<file path="src/rtl/dfr_pkg.sv">
// Package: shared types for the deferred forward-request recorder.
// Assumes: nothing beyond standard SystemVerilog.
package dfr_pkg;
    // Bit positions inside the completion mode field.
    localparam int MODE_RD_BIT = 0;
    localparam int MODE_WR_BIT = 1;

    // Replay phase: idle, reader multicast beat, writer unicast beat.
    typedef enum logic [1:0] {
        PH_IDLE    = 2'd0,
        PH_READERS = 2'd1,
        PH_WRITER  = 2'd2
    } replay_phase_e;
endpackage

</file>
<file path="src/rtl/dfr_reader_set.sv">
// Module: dfr_reader_set
// Holds one bit per node that asked to read while the miss is pending.
// Assumes: rec_id_i < NODES; clear_i applies before a same-cycle record.
module dfr_reader_set #(
    parameter int NODES = 8,
    localparam int ID_W = (NODES > 1) ? $clog2(NODES) : 1
) (
    input  logic             clk,
    input  logic             rst_n,
    input  logic             clear_i,
    input  logic             rec_i,
    input  logic [ID_W-1:0]  rec_id_i,
    output logic [NODES-1:0] set_o
);
    logic [NODES-1:0] set_q;
    logic [NODES-1:0] set_n;

    // Per-bit next value: keep (unless cleared), then OR in the new reader.
    for (genvar g = 0; g < NODES; g++) begin : g_bit
        always_comb begin
            set_n[g] = (set_q[g] && !clear_i) || (rec_i && (rec_id_i == ID_W'(g)));
        end
    end

    // Register the reader vector.
    always_ff @(posedge clk) begin
        if (!rst_n) set_q <= '0;
        else        set_q <= set_n;
    end

    assign set_o = set_q;

    // a recorded reader appears in the set on the next cycle.
    a_r3_reader_bit_set: assert property (@(posedge clk) disable iff (!rst_n)
        rec_i |=> set_q[$past(rec_id_i)]);

    // a clear with no record leaves the set empty.
    a_r2_clear_empties: assert property (@(posedge clk) disable iff (!rst_n)
        (clear_i && !rec_i) |=> (set_q == '0));
endmodule

</file>
<file path="src/rtl/dfr_writer_slot.sv">
// Module: dfr_writer_slot
// Holds the single deferred writer (ID and ack count) and the duplicate flag.
// Assumes: clear_i frees the slot before a same-cycle record is considered.
module dfr_writer_slot #(
    parameter int ID_W  = 3,
    parameter int ACK_W = 6
) (
    input  logic             clk,
    input  logic             rst_n,
    input  logic             clear_i,
    input  logic             err_clr_i,
    input  logic             rec_i,
    input  logic [ID_W-1:0]  rec_id_i,
    input  logic [ACK_W-1:0] rec_acks_i,
    output logic             held_o,
    output logic [ID_W-1:0]  id_o,
    output logic [ACK_W-1:0] acks_o,
    output logic             err_o
);
    logic             held_q;
    logic [ID_W-1:0]  id_q;
    logic [ACK_W-1:0] acks_q;
    logic             err_q;
    logic             held_after_clr;
    logic             capture;
    logic             dup;

    // Decide whether a record captures into a free slot or is a duplicate.
    always_comb begin
        held_after_clr = held_q && !clear_i;
        capture        = rec_i && !held_after_clr;
        dup            = rec_i && held_after_clr;
    end

    // Slot contents: occupancy, ID and ack count.
    always_ff @(posedge clk) begin
        if (!rst_n) begin
            held_q <= 1'b0;
            id_q   <= '0;
            acks_q <= '0;
        end else begin
            held_q <= held_after_clr || capture;
            if (capture) begin
                id_q   <= rec_id_i;
                acks_q <= rec_acks_i;
            end
        end
    end

    // Sticky duplicate-record flag, dropped by a new allocation.
    always_ff @(posedge clk) begin
        if (!rst_n) err_q <= 1'b0;
        else        err_q <= (err_q && !err_clr_i) || dup;
    end

    assign held_o = held_q;
    assign id_o   = id_q;
    assign acks_o = acks_q;
    assign err_o  = err_q;

    // a record into a held slot raises the flag.
    a_r5_dup_flags: assert property (@(posedge clk) disable iff (!rst_n)
        (rec_i && held_q && !clear_i) |=> err_q);

    // a held slot keeps its contents unless cleared.
    a_r4_first_kept: assert property (@(posedge clk) disable iff (!rst_n)
        (held_q && !clear_i) |=> (held_q && $stable(id_q) && $stable(acks_q)));
endmodule

</file>
<file path="src/rtl/dfr_replay_seq.sv">
// Module: dfr_replay_seq
// Walks the replay: reader beat first, writer beat second, each on a handshake.
// Assumes: have_* inputs do not change while a replay is in progress.
module dfr_replay_seq
    import dfr_pkg::*;
(
    input  logic          clk,
    input  logic          rst_n,
    input  logic          done_i,
    input  logic [1:0]    mode_i,
    input  logic          have_readers_i,
    input  logic          have_writer_i,
    input  logic          ready_i,
    output replay_phase_e phase_o,
    output logic          finish_o
);
    replay_phase_e ph_q, ph_n;
    logic          want_wr_q, want_wr_n;
    logic          fin;

    // Next phase and end-of-replay pulse.
    always_comb begin
        ph_n      = ph_q;
        want_wr_n = want_wr_q;
        fin       = 1'b0;
        unique case (ph_q)
            PH_IDLE: begin
                if (done_i) begin
                    if (mode_i[MODE_RD_BIT] && have_readers_i) begin
                        ph_n      = PH_READERS;
                        want_wr_n = mode_i[MODE_WR_BIT] && have_writer_i;
                    end else if (mode_i[MODE_WR_BIT] && have_writer_i) begin
                        ph_n      = PH_WRITER;
                        want_wr_n = 1'b0;
                    end else begin
                        fin = 1'b1;
                    end
                end
            end
            PH_READERS: begin
                if (ready_i) begin
                    if (want_wr_q) begin
                        ph_n = PH_WRITER;
                    end else begin
                        ph_n = PH_IDLE;
                        fin  = 1'b1;
                    end
                end
            end
            PH_WRITER: begin
                if (ready_i) begin
                    ph_n = PH_IDLE;
                    fin  = 1'b1;
                end
            end
            default: ph_n = PH_IDLE;
        endcase
    end

    // Phase register.
    always_ff @(posedge clk) begin
        if (!rst_n) begin
            ph_q      <= PH_IDLE;
            want_wr_q <= 1'b0;
        end else begin
            ph_q      <= ph_n;
            want_wr_q <= want_wr_n;
        end
    end

    assign phase_o  = ph_q;
    assign finish_o = fin;

    // an accepted reader beat with a writer pending moves to the writer beat.
    a_r8_writer_follows: assert property (@(posedge clk) disable iff (!rst_n)
        (ph_q == PH_READERS && ready_i && want_wr_q) |=> (ph_q == PH_WRITER));

    // an unaccepted beat stays in its phase.
    a_r9_phase_holds: assert property (@(posedge clk) disable iff (!rst_n)
        (ph_q != PH_IDLE && !ready_i) |=> $stable(ph_q));

    // the writer beat is the last one.
    a_r8_writer_last: assert property (@(posedge clk) disable iff (!rst_n)
        (ph_q == PH_WRITER && ready_i) |=> (ph_q == PH_IDLE));
endmodule

</file>
<file path="src/rtl/fwd_defer_recorder.sv">
// Module: fwd_defer_recorder (top)
// Records forwarded read/write requests during a pending ownership miss and
// replays response descriptors on completion: reader multicast, then writer unicast.
// Assumes: done_i is not raised together with a record strobe.
module fwd_defer_recorder
    import dfr_pkg::*;
#(
    parameter int NODES = 8,
    parameter int ACK_W = 6,
    localparam int ID_W = (NODES > 1) ? $clog2(NODES) : 1
) (
    input  logic             clk,
    input  logic             rst_n,
    input  logic             alloc_i,
    input  logic             rd_rec_i,
    input  logic [ID_W-1:0]  rd_id_i,
    input  logic             wr_rec_i,
    input  logic [ID_W-1:0]  wr_id_i,
    input  logic [ACK_W-1:0] wr_acks_i,
    input  logic             done_i,
    input  logic [1:0]       done_mode_i,
    output logic             rsp_valid_o,
    input  logic             rsp_ready_i,
    output logic             rsp_multi_o,
    output logic [NODES-1:0] rsp_dest_set_o,
    output logic [ID_W-1:0]  rsp_dest_id_o,
    output logic [ACK_W-1:0] rsp_acks_o,
    output logic             busy_o,
    output logic             dup_wr_err_o
);
    replay_phase_e    phase;
    logic             finish;
    logic             busy;
    logic             alloc_ok;
    logic             rd_rec_ok;
    logic             wr_rec_ok;
    logic             store_clr;
    logic [NODES-1:0] rd_set;
    logic             wr_held;
    logic [ID_W-1:0]  wr_id;
    logic [ACK_W-1:0] wr_acks;

    // Input gating: strobes count only while no replay is running.
    always_comb begin
        busy      = (phase != PH_IDLE);
        alloc_ok  = alloc_i  && !busy;
        rd_rec_ok = rd_rec_i && !busy;
        wr_rec_ok = wr_rec_i && !busy;
        store_clr = alloc_ok || finish;
    end

    dfr_reader_set #(.NODES(NODES)) u_readers (
        .clk      (clk),
        .rst_n    (rst_n),
        .clear_i  (store_clr),
        .rec_i    (rd_rec_ok),
        .rec_id_i (rd_id_i),
        .set_o    (rd_set)
    );

    dfr_writer_slot #(.ID_W(ID_W), .ACK_W(ACK_W)) u_writer (
        .clk        (clk),
        .rst_n      (rst_n),
        .clear_i    (store_clr),
        .err_clr_i  (alloc_ok),
        .rec_i      (wr_rec_ok),
        .rec_id_i   (wr_id_i),
        .rec_acks_i (wr_acks_i),
        .held_o     (wr_held),
        .id_o       (wr_id),
        .acks_o     (wr_acks),
        .err_o      (dup_wr_err_o)
    );

    dfr_replay_seq u_seq (
        .clk            (clk),
        .rst_n          (rst_n),
        .done_i         (done_i),
        .mode_i         (done_mode_i),
        .have_readers_i (|rd_set),
        .have_writer_i  (wr_held),
        .ready_i        (rsp_ready_i),
        .phase_o        (phase),
        .finish_o       (finish)
    );

    // Descriptor mux: fields of the beat in flight, zero otherwise.
    always_comb begin
        rsp_valid_o    = busy;
        rsp_multi_o    = (phase == PH_READERS);
        rsp_dest_set_o = (phase == PH_READERS) ? rd_set  : '0;
        rsp_dest_id_o  = (phase == PH_WRITER)  ? wr_id   : '0;
        rsp_acks_o     = (phase == PH_WRITER)  ? wr_acks : '0;
        busy_o         = busy;
    end

    // a stalled beat keeps valid and every field.
    a_r9_hold_stable: assert property (@(posedge clk) disable iff (!rst_n)
        (rsp_valid_o && !rsp_ready_i) |=> (rsp_valid_o && $stable(rsp_multi_o)
            && $stable(rsp_dest_set_o) && $stable(rsp_dest_id_o) && $stable(rsp_acks_o)));

    // storage is frozen while a replay is running.
    a_r11_frozen_busy: assert property (@(posedge clk) disable iff (!rst_n)
        (busy && !finish) |=> ($stable(rd_set) && $stable(wr_held)));

    // the last accepted beat leaves the storage empty.
    a_r12_empty_after: assert property (@(posedge clk) disable iff (!rst_n)
        (busy && finish) |=> (rd_set == '0 && !wr_held));
endmodule

</file>
<file path="config.mk">
export PLATFORM = sky130hd
export DESIGN_NAME = fwd_defer_recorder
export DESIGN_NICKNAME = d
export VERILOG_FILES = /design/src/rtl/dfr_pkg.sv /design/src/rtl/dfr_reader_set.sv /design/src/rtl/dfr_writer_slot.sv /design/src/rtl/dfr_replay_seq.sv /design/src/rtl/fwd_defer_recorder.sv
export SDC_FILE = /design/constraint.sdc
export NUM_CORES = 1
export LEC_CHECK = 0
export BUFFER_PORTS_ARGS = -buffer_cell sky130_fd_sc_hd__buf_2
export CORE_UTILIZATION = 40
export CTS_CLUSTER_DIAMETER = 60
export DETAILED_ROUTE_END_ITERATION = 10
export HOLD_SLACK_MARGIN = 0.05
export PLACE_DENSITY = 0.66
export SYNTH_ARGS = -nofsm -noshare
export SYNTH_HDL_FRONTEND = slang
export SYNTH_SLANG_ARGS = --single-unit
</file>
<file path="constraint.sdc">
create_clock -name clk -period 2.3 [get_ports clk]
set_input_delay 0.46 -clock clk [delete_from_list [all_inputs] [get_ports clk]]
set_output_delay 0.46 -clock clk [all_outputs]
set_load 0.02 [all_outputs]
</file>
==> run summary <==
The layout net count came out at 210. The synthesized design contains 0 enable-type register cells. By startpoint and endpoint, the worst setup path is classified as register to output pin. In the synthesized netlist the dominant register cell turns out to be dfxtp_1. The floorplan step defined a core boundary enclosing 2830 um2. The number of max-capacitance violations reported is 0. The ratio of routed vias to standard cells is 5.57.

The distinct cell type count after synthesis is 37. CTS saw 22 sinks. The height of the die is 57.6 um. The register clock-pin slew on the reported worst setup and hold paths came out at 120 ps. The most numerous cell in the Yosys netlist is nand2_1. The data arrival time of the worst path is 1650 ps. The iteration-0 DRC count of the detailed router is 40. The sort of element at the start of the critical path is a register. The synthesized design spends more area on one cell type than any other, namely dfxtp_1. The worst setup path is captured at an output pin.

Static timing analysis puts the maximum clock frequency at 0.474 GHz. The transition time at the pin with the least slew margin came out at 517 ps. The post-route clock period utilization came out at 0.918. Counting every net in the synthesized netlist gives 171.

The number of DRC violations after detailed routing is 1. The share of the synthesized area in the top cell type is 0.357. For this configuration, the core starts out at a cell density of 0.437. The total track usage came out at 0.201. The power density over cell area came out at 494 nW/um2. The area added between synthesis and finish came out at 19.6%. The width of the chip came out at 57.6 um. The final count of hold timing violations is 0. The pin count of the biggest net entering global routing is 26. The largest driver fanout on the critical path came out at 11.

The number of cells traversed by the worst register-to-register path came out at 5. The wire-length estimate of the detail-placed layout is 2.17 mm. The H-tree depth came out at 1. The number of top-level design ports is 42. The worst hold slack across all endpoints came out at 379 ps. The cell row count is 19.

The cell area that synthesis handed to floorplanning was 1230 um2. The tree is rooted in a clkbuf_4. The cell count of the worst hold path came out at 3. The detailed-route via count is 1214. Input and output buffers added on the ports amount to 41.

By count the netlist is led by nand2_1, dfxtp_1, and2_1. The number of global-route vias before repair is 1191. The number of diodes came out at 0. The worst path required time is 1840 ps.

The sequential cell area fraction in the yosys report is 0.357. The weighted congestion reported at the end of routability-driven placement is 0.860. The max-slew violation count came out at 0. The number of instances in the synthesized netlist is 150. The peak supply drop is 0.412 mV. TritonCTS built the clock tree.

Post-CTS timing repair inserted 0 buffers for setup. In the synthesized netlist the async set-or-reset flop fraction comes to 0. The final number of setup-violating endpoints came out at 0. Dividing the detail-routed wire length by the instance count gives 13.4 um.

The number of buffers created by CTS is 3. The buffer depth of the longest clock path is 2. The number of antenna violations at the first check in global routing came out at 0. Ranked by total cell area, the synthesized netlist is headed by dfxtp_1, nand2_1, and2_1. The checks that failed: DRC. The final routed wirelength across all metal layers came out at 2.92 mm. The max-slew headroom at the worst pin is 0.654. Setup repair after global routing left no endpoint under its margin. The count of nets left with antenna violations after detail routing is 0.

Yosys printed 0 warnings. The run finished, with violations left. The total global routing overflow came out at 0. The post-route setup TNS is 0 ps. The global-route wire length before repair is 5.31 mm. The standby leakage power came out at 0.000712 uW. A synthesized cell averages 8.23 um2. The minimum clock period came out at 2110 ps.

The share of layout cells above drive strength 1 is 0.299. The number of gates given a new drive strength after cts came out at 0. The clock latency reported for the late side of the worst-skew pair is 310 ps. The final-layout fill cell count is 283. The worst clock skew came out at 10.3 ps. The hold buffer count at CTS came out at 0. The length of the first detailed-routing pass in iterations came out at 7. The floorplan die area came out at 3310 um2. The synthesis-stage register bit count is 22.

The tightest min-delay check is of the primary input to register type.
## path summary, 6_finish.rpt
kind	from	endpoint	slack (ps)
max	u_seq.phase_o[0]	rsp_dest_set_o[0]	190
max reg2reg	u_readers.set_o[4]	u_seq.phase_o[1]	560
min reg2reg	u_writer.acks_o[4]	u_writer.acks_o[4]	460
min	wr_id_i[1]	u_writer.id_o[1]	380
## metrics by stage
step / power, uW / instance area (um2) / utilization / cells / worst slack (ps)
floorplan: 515 / 1230 / - / 150 / 532
global placement: 559 / 1450 / 0.514 / 215 / 579
detailed placement: 563 / 1450 / 0.514 / 215 / 470
CTS: 736 / 1480 / 0.522 / 218 / 137
global route: 771 / 1480 / 0.522 / 218 / 60.3
finish: 729 / 1480 / 0.522 / 218 / 189
## cell families after synthesis
group | share of synthesized area
AND/OR/NAND/NOR | 0.348
AO/OA/AOI/OAI | 0.184
flip-flops | 0.357
buffers and inverters | 0.0385
multiplexers | 0.0730
## report_power, final
part           switching (uW)  internal [uW]  leakage (uW)
Combinational            81.8           55.6      0.000518
Sequential               15.0            402      0.000180
Clock                     113           61.1     0.0000138
## critical path, cell delays in order, from the launching register on
cell     delay, ps
dfxtp_1        570
nor2b_1        290
buf_4          200
and2_1         130
buf_2          160
## metal layers
| metal | track usage | wire, um | share of wire |
|---|---|---|---|
| met1 | 0.276 | 1370 | 0.47 |
| met2 | 0.327 | 1390 | 0.48 |
| met3 | 0.0454 | 141 | 0.048 |
| met4 | 0.0348 | 17 | 0.0058 |
| met5 | 0 | 0 | 0 |
## final cells by class
type	count	area [um2]	area share
repair buffers	43	220	0.149
multi-input cells	117	747	0.506
clock buffers	3	22.5	0.0153
well taps	31	38.8	0.0263
inverters	2	7.51	0.00508
flip-flops and latches	22	440	0.298
## sequential cells by signal (all words and copies together), names as in the netlist
register	flops
u_seq.phase_o	2
u_seq.want_wr_q	1
u_writer.acks_o	6
u_writer.held_o	1
u_writer.err_o	1
u_writer.id_o	3
u_readers.set_o	8
## layout by cell type (no fill, tap or decap), types with 2 or more instances in the layout
| cell | instances |
|---|---|
| a31oi_1 | 3 |
| nor2b_1 | 5 |
| inv_1 | 2 |
| dfxtp_1 | 22 |
| a32oi_1 | 4 |
| buf_4 | 2 |
| and3_1 | 2 |
| nor2_1 | 5 |
| a21oi_1 | 5 |
| o2111ai_1 | 8 |
| mux2i_1 | 9 |
| buf_2 | 41 |
| nand3_1 | 4 |
| clkbuf_4 | 3 |
| nand2_1 | 32 |
| and2_1 | 17 |
| nor3_1 | 2 |
| nor4_2 | 2 |
(Power assumes the default switching activity.)
